[config.mk]
export PLATFORM = sky130hd
export DESIGN_NAME = rate_comp_top
export DESIGN_NICKNAME = d
export VERILOG_FILES = /design/src/rtl/rate_comp_pkg.sv /design/src/rtl/rate_comp_rst_sync.sv /design/src/rtl/rate_comp_thresh.sv /design/src/rtl/rate_comp_term.sv /design/src/rtl/rate_comp_base.sv /design/src/rtl/rate_comp_top.sv
export SDC_FILE = /design/constraint.sdc
export NUM_CORES = 1
export LEC_CHECK = 0
export BUFFER_PORTS_ARGS = -buffer_cell sky130_fd_sc_hd__buf_4
export CORE_UTILIZATION = 51
export DETAILED_ROUTE_END_ITERATION = 12
export PLACE_DENSITY = 0.83
export RECOVER_POWER = 100
export REMOVE_ABC_BUFFERS = 1
export SLEW_MARGIN = 20
export SYNTH_ARGS = -nofsm -noshare
export SYNTH_HDL_FRONTEND = slang
export SYNTH_SLANG_ARGS = --single-unit
[constraint.sdc]
create_clock -name clk -period 11.3 [get_ports clk]
set_clock_uncertainty 0.15 [all_clocks]
set_input_delay 2.26 -clock clk [delete_from_list [all_inputs] [get_ports clk]]
set_output_delay 2.26 -clock clk [all_outputs]
set_load 0.03 [all_outputs]
[src/rtl/rate_comp_pkg.sv]
package rate_comp_pkg;
  localparam int DATA_W    = 16;
  localparam int GAIN_W    = 6;
  localparam int SEL_W     = 2;
  localparam int CFG_W     = GAIN_W + SEL_W;
  localparam int FRAC_SH   = 8;
  localparam logic [CFG_W-1:0] FIXED_CFG = 8'h42;

  typedef struct packed {
    logic [GAIN_W-1:0] gain;
    logic [SEL_W-1:0]  sel;
  } rate_cfg_t;
endpackage

[src/rtl/rate_comp_rst_sync.sv]
module rate_comp_rst_sync #(
  parameter int STAGES = 2
) (
  input  logic clk,
  input  logic rst_n,
  output logic rst_sync_n
);
  logic [STAGES-1:0] sync_q;
  logic [STAGES-1:0] sync_d;

  always_comb begin
    sync_d = {sync_q[STAGES-2:0], 1'b1};
  end

  always_ff @(posedge clk or negedge rst_n) begin
    if (!rst_n) sync_q <= '0;
    else        sync_q <= sync_d;
  end

  assign rst_sync_n = sync_q[STAGES-1];
endmodule

[src/rtl/rate_comp_thresh.sv]
module rate_comp_thresh
  import rate_comp_pkg::*;
#(
  parameter int DW = DATA_W
) (
  input  logic              clk,
  input  logic              rst_sync_n,
  input  logic [CFG_W-1:0]  cfg_byte,
  input  logic              cfg_fixed,
  input  logic [DW-1:0]     learned_cap,
  output logic [GAIN_W-1:0] gain,
  output logic [DW-1:0]     threshold
);
  localparam int NSEL = 1 << SEL_W;

  rate_cfg_t       cfg_eff;
  logic [DW-1:0]   cand [NSEL];

  always_comb begin
    cfg_eff = cfg_fixed ? rate_cfg_t'(FIXED_CFG) : rate_cfg_t'(cfg_byte);
  end

  genvar g;
  generate
    for (g = 0; g < NSEL; g++) begin : g_cand
      if (g == 0) begin : g_zero
        assign cand[g] = '0;
      end else begin : g_shift
        assign cand[g] = learned_cap >> g;
      end
    end
  endgenerate

  assign gain      = cfg_eff.gain;
  assign threshold = cand[cfg_eff.sel];

  AST_THR_BOUND: assert property (@(posedge clk) disable iff (!rst_sync_n)
    threshold <= learned_cap);
  AST_FIXED_GAIN: assert property (@(posedge clk) disable iff (!rst_sync_n)
    cfg_fixed |-> (gain == GAIN_W'(16) && threshold == (learned_cap >> 2)));
endmodule

[src/rtl/rate_comp_term.sv]
module rate_comp_term
  import rate_comp_pkg::*;
#(
  parameter int DW = DATA_W
) (
  input  logic              clk,
  input  logic              rst_sync_n,
  input  logic [GAIN_W-1:0] gain,
  input  logic [DW-1:0]     threshold,
  input  logic [DW-1:0]     avg_current,
  output logic [DW-1:0]     term
);
  localparam int PW = DW + GAIN_W;

  logic [DW-1:0] excess;
  logic [PW-1:0] prod;

  always_comb begin
    excess = (avg_current > threshold) ? (avg_current - threshold) : '0;
    prod   = PW'(gain) * PW'(excess);
  end

  assign term = DW'(prod >> FRAC_SH);

  AST_ZERO_BELOW: assert property (@(posedge clk) disable iff (!rst_sync_n)
    (avg_current <= threshold) |-> (term == '0));
  AST_TERM_BOUND: assert property (@(posedge clk) disable iff (!rst_sync_n)
    term <= avg_current);
endmodule

[src/rtl/rate_comp_base.sv]
module rate_comp_base
  import rate_comp_pkg::*;
#(
  parameter int DW = DATA_W
) (
  input  logic          clk,
  input  logic          rst_n,
  input  logic          rst_sync_n,
  input  logic          load_en,
  input  logic [DW-1:0] term,
  output logic [DW-1:0] base
);
  logic [DW-1:0] base_q;
  logic [DW-1:0] base_d;

  always_comb begin
    base_d = base_q;
    if (load_en) base_d = term;
  end

  always_ff @(posedge clk or negedge rst_n) begin
    if (!rst_n)          base_q <= '0;
    else if (!rst_sync_n) base_q <= '0;
    else                 base_q <= base_d;
  end

  assign base = base_q;

  AST_BASE_LOAD: assert property (@(posedge clk) disable iff (!rst_sync_n)
    load_en |=> (base == $past(term)));
  AST_BASE_KEEP: assert property (@(posedge clk) disable iff (!rst_sync_n)
    !load_en |=> $stable(base));
endmodule

[src/rtl/rate_comp_top.sv]
module rate_comp_top
  import rate_comp_pkg::*;
#(
  parameter int DW = DATA_W
) (
  input  logic             clk,
  input  logic             rst_n,
  input  logic             in_valid,
  input  logic [CFG_W-1:0] cfg_byte,
  input  logic             cfg_fixed,
  input  logic [DW-1:0]    avg_current,
  input  logic [DW-1:0]    learned_cap,
  input  logic [DW-1:0]    nominal_charge,
  input  logic             eod_pulse,
  output logic             out_valid,
  output logic [DW-1:0]    comp_charge
);
  logic              rst_sync_n;
  logic [GAIN_W-1:0] gain;
  logic [DW-1:0]     threshold;
  logic [DW-1:0]     term;
  logic [DW-1:0]     base;
  logic [DW-1:0]     diff;
  logic [DW-1:0]     res_d;
  logic [DW-1:0]     res_q;
  logic              vld_q;
  logic              load_en;

  rate_comp_rst_sync #(.STAGES(2)) u_sync (
    .clk(clk), .rst_n(rst_n), .rst_sync_n(rst_sync_n));

  rate_comp_thresh #(.DW(DW)) u_thr (
    .clk(clk), .rst_sync_n(rst_sync_n), .cfg_byte(cfg_byte),
    .cfg_fixed(cfg_fixed), .learned_cap(learned_cap),
    .gain(gain), .threshold(threshold));

  rate_comp_term #(.DW(DW)) u_term (
    .clk(clk), .rst_sync_n(rst_sync_n), .gain(gain),
    .threshold(threshold), .avg_current(avg_current), .term(term));

  assign load_en = in_valid & eod_pulse;

  rate_comp_base #(.DW(DW)) u_base (
    .clk(clk), .rst_n(rst_n), .rst_sync_n(rst_sync_n),
    .load_en(load_en), .term(term), .base(base));

  always_comb begin
    diff  = '0;
    res_d = res_q;
    if (in_valid) begin
      if (term > base) begin
        diff  = term - base;
        res_d = (nominal_charge > diff) ? (nominal_charge - diff) : '0;
      end else begin
        res_d = nominal_charge;
      end
    end
  end

  always_ff @(posedge clk or negedge rst_n) begin
    if (!rst_n) begin
      vld_q <= 1'b0;
      res_q <= '0;
    end else if (!rst_sync_n) begin
      vld_q <= 1'b0;
      res_q <= '0;
    end else begin
      vld_q <= in_valid;
      if (in_valid) res_q <= res_d;
    end
  end

  assign out_valid   = vld_q;
  assign comp_charge = res_q;

  AST_LATENCY: assert property (@(posedge clk) disable iff (!rst_sync_n)
    in_valid |=> out_valid);
  AST_IDLE_LOW: assert property (@(posedge clk) disable iff (!rst_sync_n)
    !in_valid |=> (!out_valid && $stable(comp_charge)));
  AST_NO_UNDERFLOW: assert property (@(posedge clk) disable iff (!rst_sync_n)
    in_valid |=> (comp_charge <= $past(nominal_charge)));
  AST_NO_TRIM: assert property (@(posedge clk) disable iff (!rst_sync_n)
    (in_valid && term <= base) |=> (comp_charge == $past(nominal_charge)));
endmodule

Word level (Yosys, flattened, before mapping)
Index checks and enable logic that the tools add are counted.

Add/sub/neg operators: 3. $mul: 1. Div/mod/pow operators: 0. Order comparisons: 4. Eq/ne operators: 2. Shift-type cells: 0. Mux-type cells: 12. Bitwise gates (word level): 2. Reduce and logical (&&, ||, !) cells: 0.

Operators with widths (number): $mux W16 (9); $bmux W16 S2 (1); $gt A16 B16 Y1 (2); $sub A16 B16 Y16 (2); $mul A6 B16 Y22 (1); $gt A14 B16 Y1 (1); $sub A14 B16 Y16 (1); $mux W8 (1); $ne A2 B2 Y1 const B (2); $ge A3 B3 Y1 const B (1); $not A2 Y3 (1); $and A1 B1 Y1 (1); $mux W1 (1).

Bits in registers: 35. Bits in latches: 0. Memory bits (writable): 0. ROM bits: 0. Bits of input ports: 61. Output and inout bits: 17. Word-level logic and storage cells: 28. Memories: 0.

Depth between registers and ports, before layout
Depth after elaboration: 14. Depth in mapped cells: 45.

Cells and area by module
A second synthesis with hierarchy kept.

Cell total of the unflattened synthesis: 857. Area, all modules: 7184.4 um^2.

Modules (own cells, without submodules): rate_comp_term (instances 1, cells an instance 482, area each 3733.6 um^2); rate_comp_top (instances 1, cells an instance 277, area each 2314.7 um^2); rate_comp_base (instances 1, cells an instance 51, area each 695.7 um^2); rate_comp_thresh (instances 1, cells an instance 44, area each 386.6 um^2); rate_comp_rst_sync (instances 1, cells an instance 3, area each 53.8 um^2).

Least setup slack after synthesis
OpenSTA, ideal clock, no wires.

Path kind: input-to-reg. Start: input cfg_byte[1]. End: register res_q[12] (netlist: comp_charge[12]). Setup time: 0.126 ns. Data arrival time: 11.665 ns. Required time: 11.024 ns. Path slack: -0.641 ns. Stages on the path: 42. Buffers on the path: 5. Path through: clkbuf_1 -> clkbuf_1 -> mux2i_1 -> o21ai_0 -> ha_1 -> inv_1 -> fa_1 -> a211oi_1 -> o21ai_0 -> o221ai_1 -> a21oi_1 -> buf_2 -> o21ai_0 -> clkbuf_1 -> or2_2 -> fa_1 -> fa_1 -> inv_1 -> [... 6 more ...] -> a21boi_0 -> or3_1 -> and2_1 -> ha_1 -> and3_1 -> a21oi_1 -> a31oi_1 -> a21o_1 -> a21o_1 -> xnor2_1 -> ha_1 -> a21o_1 -> a21o_1 -> a21o_1 -> o211ai_1 -> clkbuf_1 -> nor2_1 -> a221o_1.

Longest elaborated chain between the ends: 14. Elaborated cells between the ends (all ways): 17.

RTL lines: from (decl) (RTL line rate_comp_top.sv:9) `input logic [CFG_W-1:0] cfg_byte,`; $mux W8 (*) (RTL line rate_comp_thresh.sv:20) `cfg_eff = cfg_fixed ? rate_cfg_t'(FIXED_CFG) : rate_cfg_t'(cfg_byte);`; $not A2 Y3 (implied by the code) (*) (RTL line rate_comp_thresh.sv:35) `assign threshold = cand[cfg_eff.sel];`; $bmux W16 S2 (*) (RTL line rate_comp_thresh.sv:35); $mux W16 (implied by the code) (*) (2 in series) (RTL line rate_comp_thresh.sv:35); $sub A16 B16 Y16 or $gt A16 B16 Y1 (tied branches) (RTL line rate_comp_term.sv:19) `excess = (avg_current > threshold) ? (avg_current - threshold) : '0;`; $mux W16 (*) (RTL line rate_comp_term.sv:19); $mul A6 B16 Y22 (*) (RTL line rate_comp_term.sv:20) `prod = PW'(gain) * PW'(excess);`; $sub A14 B16 Y16 (RTL line rate_comp_top.sv:52) `diff = term - base;`; $sub A16 B16 Y16 or $gt A16 B16 Y1 (tied branches) (RTL line rate_comp_top.sv:53) `res_d = (nominal_charge > diff) ? (nominal_charge - diff) : '0;`; $mux W16 (RTL line rate_comp_top.sv:53); $mux W16 (*) (RTL line rate_comp_top.sv:51) `if (term > base) begin`; $mux W16 (*) (RTL line rate_comp_top.sv:69) `if (in_valid) res_q <= res_d;`; $mux W16 (*) (RTL line rate_comp_top.sv:64) `end else if (!rst_sync_n) begin`; to (signal assigned) (RTL line rate_comp_top.sv:69); to (decl) (RTL line rate_comp_top.sv:25) `logic [DW-1:0] res_q;`.

Mark *: on every way between the ends. The rest lies on a longest branch, timed or not. The select of a mux whose other input is x is not followed. A chain may end at the register's enable or synchronous reset.

Worst setup path in the final report
Start: input cfg_fixed. End: register res_q[13] (netlist: comp_charge[13]).

Longest elaborated chain between the ends: 14. Elaborated cells between the ends (all ways): 17.

RTL lines: from (decl) (RTL line rate_comp_top.sv:10) `input logic cfg_fixed,`; $mux W8 (*) (RTL line rate_comp_thresh.sv:20); $not A2 Y3 (implied by the code) (RTL line rate_comp_thresh.sv:35); $bmux W16 S2 (RTL line rate_comp_thresh.sv:35); $mux W16 (implied by the code) (2 in series) (RTL line rate_comp_thresh.sv:35); $sub A16 B16 Y16 or $gt A16 B16 Y1 (tied branches) (RTL line rate_comp_term.sv:19); $mux W16 (RTL line rate_comp_term.sv:19); $mul A6 B16 Y22 (*) (RTL line rate_comp_term.sv:20); $sub A14 B16 Y16 (RTL line rate_comp_top.sv:52); $sub A16 B16 Y16 or $gt A16 B16 Y1 (tied branches) (RTL line rate_comp_top.sv:53); $mux W16 (RTL line rate_comp_top.sv:53); $mux W16 (*) (RTL line rate_comp_top.sv:51); $mux W16 (*) (RTL line rate_comp_top.sv:69); $mux W16 (*) (RTL line rate_comp_top.sv:64).

Marks and branches as above.

==> flow_summary.yaml <==
run_status:
  run_status: "finished, violations left"
  violations: "max-capacitance violations, max-slew violations, negative setup slack"
yosys:
  ys_top_cells_by_count: "sky130_fd_sc_hd__nor2_1 (123), sky130_fd_sc_hd__inv_1 (101), sky130_fd_sc_hd__ha_1 (72)"
  synthDistinctLibCells: 59
  synth_edf_count: 0
  synth_top_family_by_area: "adder cells"
  yosys.area.top_type: "sky130_fd_sc_hd__fa_1"
  netlist_instances: 792
  synth_xor_area_frac: 0.0629
  synth.most_common_cell: "sky130_fd_sc_hd__nor2_1"
  synth_adder_area_share: 0.325
  synth_mux_area_frac: 0.0219
  synth_seq_cells: 33
  syn_area_um2: 6410
  ys_async_sr_fraction: 1.00
  synth-simple-area-share: 0.205
  synthesis.area_per_instance_um2: 8.09
  synth_warnings: 0
  synth_seq_area_share: 0.129
  synth_top_area_frac: 0.184
  netlist_top_cells_area: "sky130_fd_sc_hd__fa_1 (18%), sky130_fd_sc_hd__ha_1 (14%), sky130_fd_sc_hd__dfrtp_1 (13%), sky130_fd_sc_hd__nor2_1 (7.2%), sky130_fd_sc_hd__inv_1 (5.9%)"
  synth_compound_gate_area_share: 0.186
  ys_dominant_reg_cell: "sky130_fd_sc_hd__dfrtp_1"
floorplanning:
  rows: 40
  width_of_the_die_um: 114
  height_of_the_die_um: 114
  design.die.area_um2: 13000
  start_util: 0.529
  placeableCoreArea_um2: 12100
  io_pins: 78
grt:
  global_route.overflow_total: 0
  via_count_of_the_first_global_routing_pass: 6568
  grt_use_total: 0.262
  grt_pass1_wl_um: 28000
  number_of_antenna_violations_at_the_first_check_in_global_routing: 0
  maximum_number_of_pins_on_one_net_before_global_route_repair: 34
timing:
  timing.final.setup_violations: 16
  transition_at_the_pin_with_the_smallest_max_transition_slack_ps: 1810
  report.final.hold_viol_count: 0
  post-route-worst-setup-slack_ps: -514
  final_max_slew_viol_count: 34
  finalCriticalPeriod_ps: 11810
  relative_slew_slack: -0.205
  maxClockFrequency_ghz: 0.0846
  rsz0062_at_grt: "yes"
  period_share: 1.05
critical_path:
  timing.setup.critical_path_class: "primary input to register"
  critical_path.max_fanout: 7
  worst_setup_end_kind: "register"
  worstPathArrival_ps: 11820
  longest_individual_stage_delay_on_the_worst_path_ps: 560
  timing.critical_path.mode_cell: "sky130_fd_sc_hd__o211ai_1"
  crit_path_start_kind: "primary input"
  crit_slowest_cell: "sky130_fd_sc_hd__fa_1"
  timing.critical_path.required_ps: 11310
placed_design:
  postPlaceCellArea_um2: 8250
  buffer_ports.inserted: 76
  gp_routability_congestion: 0.912
  dp_hpwl_um: 13600
  placement.setup.worst_slack_ps: -581
clock_tree:
  clock_insertion_delay_worst_skew_ps: 280
  cts-htree-levels: 2
  ctsLongestPathBuffers: 2
  cts_buffers: 5
  tritoncts: "done"
  postCtsHoldBufs: 0
  worst_setup_hold_path_clk_slew_ps: 50
  numClockSinks: 33
  clock_tree.root_cell: "sky130_fd_sc_hd__clkbuf_16"
run:
  cap_violations: 1
drt:
  dr.first_iter.drc_count: 636
  detailedRoute.firstPassIterationCount: 5
  detail_route.wirelength_um: 22300
  vias: 7309
  wl_per_cell_um: 18.5
  remaining_routing_drc_violations: 0
  vias_per_cell: 6.06
  detail-route-antenna-nets: 0
final_layout:
  antenna-diode-count: 0
  fin_nets: 1229
  layout-drive-gt1-share: 0.342
  layout.cell_area.non_filler_um2: 9150
  layout-area-overhead-vs-synth_pct: 42.9
  fill_cell_total_of_the_finished_layout: 743
worst_hold_path:
  type_of_the_worst_min_delay_path: "register to register"
layout make-up:
| cell class | count | area, um2 | area share |
|---|---|---|---|
| Tap cell | 168 | 210 | 0.0230 |
| Sequential cell | 33 | 826 | 0.0902 |
| Timing Repair Buffer | 254 | 1890 | 0.207 |
| Multi-Input combinational cell | 642 | 5700 | 0.623 |
| Clock buffer | 6 | 129 | 0.0141 |
| Inverter | 101 | 379 | 0.0414 |
| Clock inverter | 2 | 10.0 | 0.00109 |
worst paths after layout:
path                                                 start                          end  slack [ps]  cells after the start
worst min register to register  u_sync.sync_q[0]$_DFF_PN0_   u_sync.sync_q[1]$_DFF_PN0_         210                      0
max in group asynchronous                            rst_n  comp_charge[15]$_DFFE_PN0P_        7650                      1
worst max-delay path                             cfg_fixed  comp_charge[13]$_DFFE_PN0P_        -510                     42
worst min-delay path            u_sync.sync_q[0]$_DFF_PN0_   u_sync.sync_q[1]$_DFF_PN0_         210                      0
worst max register to register  u_base.base[1]$_DFFE_PN0P_  comp_charge[13]$_DFFE_PN0P_        7050                     17
min in group asynchronous                            rst_n   u_sync.sync_q[0]$_DFF_PN0_        2320                      1
per-stage QoR:
stage	std cells	TNS [ps]	hold WS [ps]	util
2_1_floorplan	776	-6230	181	-
4_1_cts	1186	0	207	0.703
3_3_place_gp	1170	-5210	186	0.681
3_5_place_dp	1170	-8530	190	0.681
5_1_grt	1206	-11260	207	0.756
6_report	1206	-7470	207	0.756
critical path, delay by kind of cell:
kind | cells | cell delay, ps
buffers and inverters | 7 | 840
and+or+nand+nor | 10 | 1990
AOI/OAI and AO/OA | 16 | 3640
adders and majority gates | 7 | 2740
xor gates and xnor gates | 2 | 320
sequential cells by signal (all words and copies together) (netlist names):
signal,flops
u_base.base,14
comp_charge,16
out_valid,1
u_sync.sync_q,2
timing repair:
| item | CTS | global route |
|---|---|---|
| setup buffers | 8 | 20 |
| pin swaps | 4 | 82 |
| endpoints found under the setup margin | 16 | 16 |
| gates resized for setup | 14 | 125 |
| gates cloned | 0 | 0 |
logic make-up after synthesis:
logic type,after synthesis
AOI/OAI and AO/OA,175
muxes,14
other,1
and+or+nand+nor,275
DFF,33
xor gates and xnor gates,46
buffers and inverters,117
adders and majority gates,131
metal layers:
layer	track usage	routed length (um)	part of all wire	vias to the layer above
met3	0.0281	1300	0.058	177
met5	0	0	0	-
met4	0.0900	1680	0.075	0
met2	0.515	11600	0.52	455
met1	0.288	7720	0.35	3468
li1	-	-	-	3209
placed cells by master, fill, tap and decap left out, types with 7 or more instances in the layout:
| master | n |
|---|---|
| sky130_fd_sc_hd__inv_1 | 97 |
| sky130_fd_sc_hd__xor2_1 | 15 |
| sky130_fd_sc_hd__buf_6 | 10 |
| sky130_fd_sc_hd__and3_1 | 7 |
| sky130_fd_sc_hd__a21oi_1 | 32 |
| sky130_fd_sc_hd__or3_1 | 9 |
| sky130_fd_sc_hd__a22o_1 | 9 |
| sky130_fd_sc_hd__xnor2_1 | 26 |
| sky130_fd_sc_hd__nor2b_1 | 12 |
| sky130_fd_sc_hd__nor2_2 | 15 |
| sky130_fd_sc_hd__nand2b_1 | 13 |
| sky130_fd_sc_hd__nand3_1 | 9 |
| sky130_fd_sc_hd__fa_1 | 54 |
| sky130_fd_sc_hd__buf_4 | 223 |
| sky130_fd_sc_hd__nand3b_1 | 8 |
| sky130_fd_sc_hd__mux2i_1 | 14 |
| sky130_fd_sc_hd__a21oi_2 | 14 |
| sky130_fd_sc_hd__a21o_1 | 17 |
| sky130_fd_sc_hd__nor3_1 | 10 |
| sky130_fd_sc_hd__dfrtp_1 | 33 |
| sky130_fd_sc_hd__o21ai_0 | 27 |
| sky130_fd_sc_hd__ha_1 | 60 |
| sky130_fd_sc_hd__ha_4 | 10 |
| sky130_fd_sc_hd__or2_2 | 10 |
| sky130_fd_sc_hd__nand4_1 | 12 |
| sky130_fd_sc_hd__nor2_1 | 100 |
| sky130_fd_sc_hd__nor2_4 | 8 |
| sky130_fd_sc_hd__a221o_1 | 10 |
| sky130_fd_sc_hd__nand2_1 | 31 |
| sky130_fd_sc_hd__clkbuf_1 | 20 |
Power is left out: the tool's default activity adds up to more than one toggle a clock period on the data nets, which glitch-free logic cannot reach.
